<file path="src/rtl/tsc_pkg.sv">
package tsc_pkg;
  localparam int TSC_TIME_W = 64;
  localparam int TSC_REG_W  = 32;
  localparam int TSC_ADDR_W = 3;
  localparam int TSC_KIND_W = 3;
  localparam int TSC_NDIR   = 2;

  typedef enum logic [TSC_ADDR_W-1:0] {
    A_TXCTL  = 3'd0,
    A_RXCTL  = 3'd1,
    A_TXLO   = 3'd2,
    A_TXHI   = 3'd3,
    A_RXLO   = 3'd4,
    A_RXHI   = 3'd5,
    A_IMASK  = 3'd6,
    A_ICAUSE = 3'd7
  } tsc_addr_e;

  localparam int DIR_TX = 0;
  localparam int DIR_RX = 1;
endpackage

</file>
<file path="src/rtl/tsc_capture_pair.sv">
module tsc_capture_pair #(
  parameter int TIME_W = 64
) (
  input  logic              clk,
  input  logic              rst_n,
  input  logic              en,
  input  logic              strobe,
  input  logic              release_rd,
  input  logic [TIME_W-1:0] time_in,
  output logic              valid,
  output logic [TIME_W-1:0] stamp,
  output logic              load
);
  logic              valid_d;
  logic [TIME_W-1:0] stamp_d;

  always_comb begin
    load    = en & strobe & ~valid;
    valid_d = valid;
    stamp_d = stamp;
    if (load) begin
      valid_d = 1'b1;
      stamp_d = time_in;
    end else if (release_rd) begin
      valid_d = 1'b0;
    end
  end

  always_ff @(posedge clk or negedge rst_n) begin
    if (!rst_n) begin
      valid <= 1'b0;
      stamp <= '0;
    end else begin
      valid <= valid_d;
      if (load) stamp <= stamp_d;
    end
  end

  assert_capture_needs_en_R1: assert property (@(posedge clk) disable iff (!rst_n)
    $rose(valid) |-> ($past(en) && $past(strobe)));
  assert_locked_holds_R2: assert property (@(posedge clk) disable iff (!rst_n)
    valid |=> $stable(stamp));
  assert_hi_read_unlocks_R3: assert property (@(posedge clk) disable iff (!rst_n)
    (valid && release_rd) |=> !valid);
  assert_disabled_idle_R5: assert property (@(posedge clk) disable iff (!rst_n)
    (!en && !valid) |=> !valid);
endmodule

</file>
<file path="src/rtl/tsc_ctrl_regs.sv">
module tsc_ctrl_regs
  import tsc_pkg::*;
#(
  parameter int TIME_W = TSC_TIME_W,
  parameter int REG_W  = TSC_REG_W,
  parameter int ADDR_W = TSC_ADDR_W,
  parameter int KIND_W = TSC_KIND_W,
  parameter int NDIR   = TSC_NDIR
) (
  input  logic              clk,
  input  logic              rst_n,
  input  logic              wr_en,
  input  logic              rd_en,
  input  logic [ADDR_W-1:0] addr,
  input  logic [REG_W-1:0]  wdata,
  input  logic [NDIR-1:0]   valid,
  input  logic              tx_load,
  input  logic [TIME_W-1:0] tx_stamp,
  input  logic [TIME_W-1:0] rx_stamp,
  output logic [NDIR-1:0]   en,
  output logic [KIND_W-1:0] rx_type,
  output logic [NDIR-1:0]   release_rd,
  output logic              irq,
  output logic [REG_W-1:0]  rdata
);
  localparam int EN_BIT    = 0;
  localparam int VALID_BIT = 1;
  localparam int TYPE_LSB  = 4;

  logic [NDIR-1:0]   en_d;
  logic [KIND_W-1:0] type_d;
  logic              mask_q, mask_d;
  logic              cause_q, cause_d;
  tsc_addr_e         a;

  assign a = tsc_addr_e'(addr);

  always_comb begin
    en_d    = en;
    type_d  = rx_type;
    mask_d  = mask_q;
    cause_d = cause_q;
    if (wr_en) begin
      case (a)
        A_TXCTL:  en_d[DIR_TX] = wdata[EN_BIT];
        A_RXCTL: begin
          en_d[DIR_RX] = wdata[EN_BIT];
          type_d       = wdata[TYPE_LSB +: KIND_W];
        end
        A_IMASK:  mask_d = wdata[0];
        A_ICAUSE: if (wdata[0]) cause_d = 1'b0;
        default: ;
      endcase
    end
    if (tx_load && mask_q) cause_d = 1'b1;
  end

  always_ff @(posedge clk or negedge rst_n) begin
    if (!rst_n) begin
      en      <= '0;
      rx_type <= '0;
      mask_q  <= 1'b0;
      cause_q <= 1'b0;
    end else begin
      en      <= en_d;
      rx_type <= type_d;
      mask_q  <= mask_d;
      cause_q <= cause_d;
    end
  end

  always_comb begin
    release_rd         = '0;
    release_rd[DIR_TX] = rd_en && (a == A_TXHI);
    release_rd[DIR_RX] = rd_en && (a == A_RXHI);
  end

  always_comb begin
    rdata = '0;
    case (a)
      A_TXCTL: begin
        rdata[EN_BIT]    = en[DIR_TX];
        rdata[VALID_BIT] = valid[DIR_TX];
      end
      A_RXCTL: begin
        rdata[EN_BIT]                = en[DIR_RX];
        rdata[VALID_BIT]             = valid[DIR_RX];
        rdata[TYPE_LSB +: KIND_W]    = rx_type;
      end
      A_TXLO:   rdata = tx_stamp[REG_W-1:0];
      A_TXHI:   rdata = tx_stamp[REG_W +: REG_W];
      A_RXLO:   rdata = rx_stamp[REG_W-1:0];
      A_RXHI:   rdata = rx_stamp[REG_W +: REG_W];
      A_IMASK:  rdata[0] = mask_q;
      A_ICAUSE: rdata[0] = cause_q;
      default: ;
    endcase
  end

  assign irq = cause_q;

  assert_cause_sets_R7: assert property (@(posedge clk) disable iff (!rst_n)
    (tx_load && mask_q) |=> irq);
  assert_cause_clears_R7: assert property (@(posedge clk) disable iff (!rst_n)
    (wr_en && a == A_ICAUSE && wdata[0] && !(tx_load && mask_q)) |=> !irq);
  assert_lo_read_keeps_R4: assert property (@(posedge clk) disable iff (!rst_n)
    (rd_en && a == A_TXLO && valid[DIR_TX]) |=> valid[DIR_TX]);
  assert_onehot_release_R3: assert property (@(posedge clk) disable iff (!rst_n)
    $onehot0(release_rd));
endmodule

</file>
<file path="src/rtl/tsc_stamp_capture.sv">
module tsc_stamp_capture
  import tsc_pkg::*;
#(
  parameter int TIME_W = TSC_TIME_W,
  parameter int REG_W  = TSC_REG_W,
  parameter int ADDR_W = TSC_ADDR_W,
  parameter int KIND_W = TSC_KIND_W
) (
  input  logic              clk,
  input  logic              rst_n,
  input  logic [TIME_W-1:0] time_ns,
  input  logic              tx_evt,
  input  logic              rx_evt,
  input  logic [KIND_W-1:0] rx_kind,
  input  logic              reg_wr,
  input  logic              reg_rd,
  input  logic [ADDR_W-1:0] reg_addr,
  input  logic [REG_W-1:0]  reg_wdata,
  output logic [REG_W-1:0]  reg_rdata,
  output logic              irq
);
  localparam int NDIR = TSC_NDIR;
  localparam logic [KIND_W-1:0] KIND_NONE = '0;
  localparam logic [KIND_W-1:0] KIND_ALL  = '1;

  logic                  rst_meta, rst_sync_n;
  logic [NDIR-1:0]       en_v, valid_v, release_v, load_v, strobe_v;
  logic [TIME_W-1:0]     stamp_v [NDIR];
  logic [KIND_W-1:0]     rx_type;
  logic                  rx_qual;

  always_ff @(posedge clk or negedge rst_n) begin
    if (!rst_n) begin
      rst_meta   <= 1'b0;
      rst_sync_n <= 1'b0;
    end else begin
      rst_meta   <= 1'b1;
      rst_sync_n <= rst_meta;
    end
  end

  always_comb begin
    if (rx_type == KIND_NONE)     rx_qual = 1'b0;
    else if (rx_type == KIND_ALL) rx_qual = 1'b1;
    else                          rx_qual = (rx_kind == rx_type);
  end

  assign strobe_v[DIR_TX] = tx_evt;
  assign strobe_v[DIR_RX] = rx_evt & rx_qual;

  for (genvar d = 0; d < NDIR; d++) begin : g_pair
    tsc_capture_pair #(.TIME_W(TIME_W)) u_pair (
      .clk        (clk),
      .rst_n      (rst_sync_n),
      .en         (en_v[d]),
      .strobe     (strobe_v[d]),
      .release_rd (release_v[d]),
      .time_in    (time_ns),
      .valid      (valid_v[d]),
      .stamp      (stamp_v[d]),
      .load       (load_v[d])
    );
  end

  tsc_ctrl_regs #(
    .TIME_W(TIME_W), .REG_W(REG_W), .ADDR_W(ADDR_W), .KIND_W(KIND_W), .NDIR(NDIR)
  ) u_regs (
    .clk        (clk),
    .rst_n      (rst_sync_n),
    .wr_en      (reg_wr),
    .rd_en      (reg_rd),
    .addr       (reg_addr),
    .wdata      (reg_wdata),
    .valid      (valid_v),
    .tx_load    (load_v[DIR_TX]),
    .tx_stamp   (stamp_v[DIR_TX]),
    .rx_stamp   (stamp_v[DIR_RX]),
    .en         (en_v),
    .rx_type    (rx_type),
    .release_rd (release_v),
    .irq        (irq),
    .rdata      (reg_rdata)
  );

  assert_type_none_R6: assert property (@(posedge clk) disable iff (!rst_sync_n)
    (!valid_v[DIR_RX] && rx_type == KIND_NONE) |=> !valid_v[DIR_RX]);
  assert_tx_alone_R9: assert property (@(posedge clk) disable iff (!rst_sync_n)
    (!valid_v[DIR_RX] && !rx_evt) |=> !valid_v[DIR_RX]);
endmodule

</file>
<file path="config.mk">
export PLATFORM = sky130hd
export DESIGN_NAME = tsc_stamp_capture
export DESIGN_NICKNAME = d
export VERILOG_FILES = /design/src/rtl/tsc_pkg.sv /design/src/rtl/tsc_capture_pair.sv /design/src/rtl/tsc_ctrl_regs.sv /design/src/rtl/tsc_stamp_capture.sv
export SDC_FILE = /design/constraint.sdc
export NUM_CORES = 1
export LEC_CHECK = 0
export ABC_AREA = 1
export BUFFER_PORTS_ARGS = -buffer_cell sky130_fd_sc_hd__buf_2
export CORE_MARGIN = 1
export CORE_UTILIZATION = 40
export DETAILED_ROUTE_END_ITERATION = 8
export GPL_ROUTABILITY_DRIVEN = 0
export GPL_TIMING_DRIVEN = 0
export HOLD_SLACK_MARGIN = 0.03
export PLACE_DENSITY = 0.65
export SETUP_SLACK_MARGIN = 0.1
export SYNTH_ARGS = -nofsm -noshare
export SYNTH_HDL_FRONTEND = slang
export SYNTH_HIERARCHICAL = 1
export SYNTH_SLANG_ARGS = --single-unit
</file>
<file path="constraint.sdc">
create_clock -name clk -period 7.75 [get_ports clk]
set_input_delay 0.775 -clock clk [delete_from_list [all_inputs] [get_ports clk]]
set_output_delay 0.775 -clock clk [all_outputs]
set_load 0.01 [all_outputs]
</file>
==> results.md <==
Clock tree:
- The later pin in the worst-skew pair is clocked with a latency of 0.42 ns.
- Clock-pin slew was measured on the worst setup and hold paths at 0.06 ns.
- The post-cts gate resize count is 0.
- The number of buffers created by CTS is 17.
- The H-tree was split into 4 levels.
- The number of hold-repair buffers added at the cts stage is 0.
- The clock passes through at most 2 buffers.
- The clock net in this run drives a total of 139 sinks.
- The TritonCTS clock tree is yes.
- The number of setup buffers added after CTS is 0.
- The clock root buffer is clkbuf_16.

Routing:
- The DRC violation count after routing is 0.
- The first detailed-routing pass took 5 iterations.
- Dividing the detail-routed via count by the number of cells gives 5.44.
- After the first detailed-routing iteration, the DRC count stood at 574.
- Across all layers, the routed design uses 6633 vias.
- In the final routed layout, each cell accounts on average for 17.8 um.
- The number of antenna-violating nets in the routed design is 0.
- The final layout contains routed wiring with a total length of 21700 um.

Hold path:
- The type of the most critical hold path is in -> async.

Finish:
- The layout has 1653 filler cells.
- Once layout is complete, the utilization of the core stands at 0.504.
- Compared with the post-synthesis result, the final layout area differs by 21.8%.
- The number of nets in the finished design is 1095.
- The total inserted antenna cells is 0.
- With fillers left out, the area of the finished cells amounts to 8450 um2.
- The share of final-layout standard cells stronger than drive strength 1 is 0.227.
- In the layout the commonest cells are 373 x nand2_1, 192 x nand4_1, 138 x dfrtp_1.
- The library cell used most frequently in the layout, excluding fill and tap cells, is nand2_1.

Power and ir drop:
- In this run the static leakage power is 4.49 nW.
- The peak supply drop is 0.199 mV.
- For this design the ratio of total power to cell area is 332 nW/um2.
- The total power is 0.00280 W.

Synth:
- The synthesized cell area is 6940 um2.
- The average cell area after synthesis is 8.12 um2.
- Synthesis handed over a netlist of 854 instances.
- The synthesized netlist net count is 962.
- The count of yosys warnings during synthesis is 6.

Placed design:
- The number of port buffers is 112.
- The post-placement cell area is 7820 um2.
- The total half-perimeter wirelength after legalization and detailed placement is 14900 um.

Critical path:
- The maximum fanout along the worst path is 10.
- The worst setup path is captured at an output pin.
- The critical path required time is 6.97 ns.
- For the worst setup path, the data arrival time is 2.26 ns.
- The worst register-to-register path begins at u_regs/rx_type[1].
- The most critical setup path has its startpoint at reg_addr[2].
- The critical setup path kind is in -> out.
- The type of element launching the critical path is a primary input.

Timing:
- Based on the critical path, the design can be clocked at up to 0.330 GHz.
- The time the final worst path needs with I/O delays and setup is 3.03 ns.
- The number of slew-limit violations in the final report came to 0.
- For the final database, setup skew stands at 0.00773 ns.
- On the final layout, the worst hold slack is 0.130 ns.
- The headroom to the max-slew limit is 0.505.
- The final setup violation count is 0.
- In the finished design, the share of the clock period the worst path needs comes to 0.392.
- The number of endpoints with negative hold slack in the final report is 0.
- Summed over all failing endpoints, the final setup total negative slack is 0 ns.
- Setup repair after global routing left no endpoint under its margin.
- For the pin with the worst max-slew slack, the measured transition is 0.742 ns.

Global route:
- The via count of the first global-routing pass is 6451.
- The overall global routing resource usage is 0.251.
- The global-route congestion overflow total is 0.
- Entering global routing, the biggest net connects 66 pins.
- The wire length of the first global-routing pass is 34400 um.
- The initial antenna violation count was 0.

Status:
- The flow ran to the end, and the final reports show no timing, DRC or antenna violations.

Die:
- The initialized floorplan defines 47 standard-cell rows.
- The top-level port count is 141.
- The die is 134 um tall.
- For this configuration, the core starts out at a cell density of 0.414.
- The full die area is 17900 um2.
- Measured along the x axis, the die boundary spans 134 um.
- The placeable core region is 16800 um2.

Job:
- The number of maximum-capacitance constraint violations is 0.
==> final cells by class <==
type	instances	area [um2]	area share
multi-input combinational	613	2850	0.337
tap	220	275	0.0326
clock inverter	13	173	0.0204
timing repair buffer	114	608	0.0720
clock buffer	19	453	0.0536
sequential	139	3480	0.412
inverter	26	97.6	0.0116
buffer	76	509	0.0603
==> registers in the layout, indices dropped and copies added (netlist names) <==
signal               cells
u_regs/irq               1
u_regs/mask_q            1
g_pair.u_pair/stamp    128
u_regs/rx_type           3
u_regs/en                2
rst_meta                 1
g_pair.u_pair/valid      2
rst_sync_n               1
==> through the flow <==
stage | cells | worst slack (ns)
finish | 1220 | 4.72
floorplan | 854 | 3.59
global route | 1220 | 4.65
global placement | 1186 | 1.74
detailed placement | 1188 | 4.79
CTS | 1220 | 4.74
==> worst paths after layout <==
kind / endpoint / slack [ns] / cells past startpoint
min in group clk: rst_sync_n / 0.35 / 0
min: rst_sync_n / 0.13 / 1
max in group asynchronous: g_pair[0].u_pair/stamp[22] / 6.78 / 1
max reg2reg: g_pair[1].u_pair/stamp[22] / 5.91 / 9
max: reg_rdata[15] / 4.72 / 6
min reg2reg: g_pair[0].u_pair/stamp[44] / 0.29 / 0
==> layer usage <==
metal / GRT usage / part of all wire / vias up
li1: - / - / 3175
met2: 0.396 / 0.47 / 248
met3: 0.0518 / 0.061 / 26
met4: 0.0726 / 0.015 / 0
met5: 0 / 0 / -
met1: 0.349 / 0.46 / 3184
==> power by group <==
part	leakage [nW]	switching [W]	internal, W
Sequential	1.79	0.000185	0.00103
Clock	0.304	0.000315	0.000552
Combinational	2.39	0.000457	0.000265
Total	4.49	0.000957	0.00185
==> worst max-delay path: stages <==
cell     delay [ns]
buf_2          0.12
buf_2          0.24
buf_1          0.60
nand4_1        0.23
nand4_1        0.15
buf_2          0.14
(Power assumes the default switching activity.)
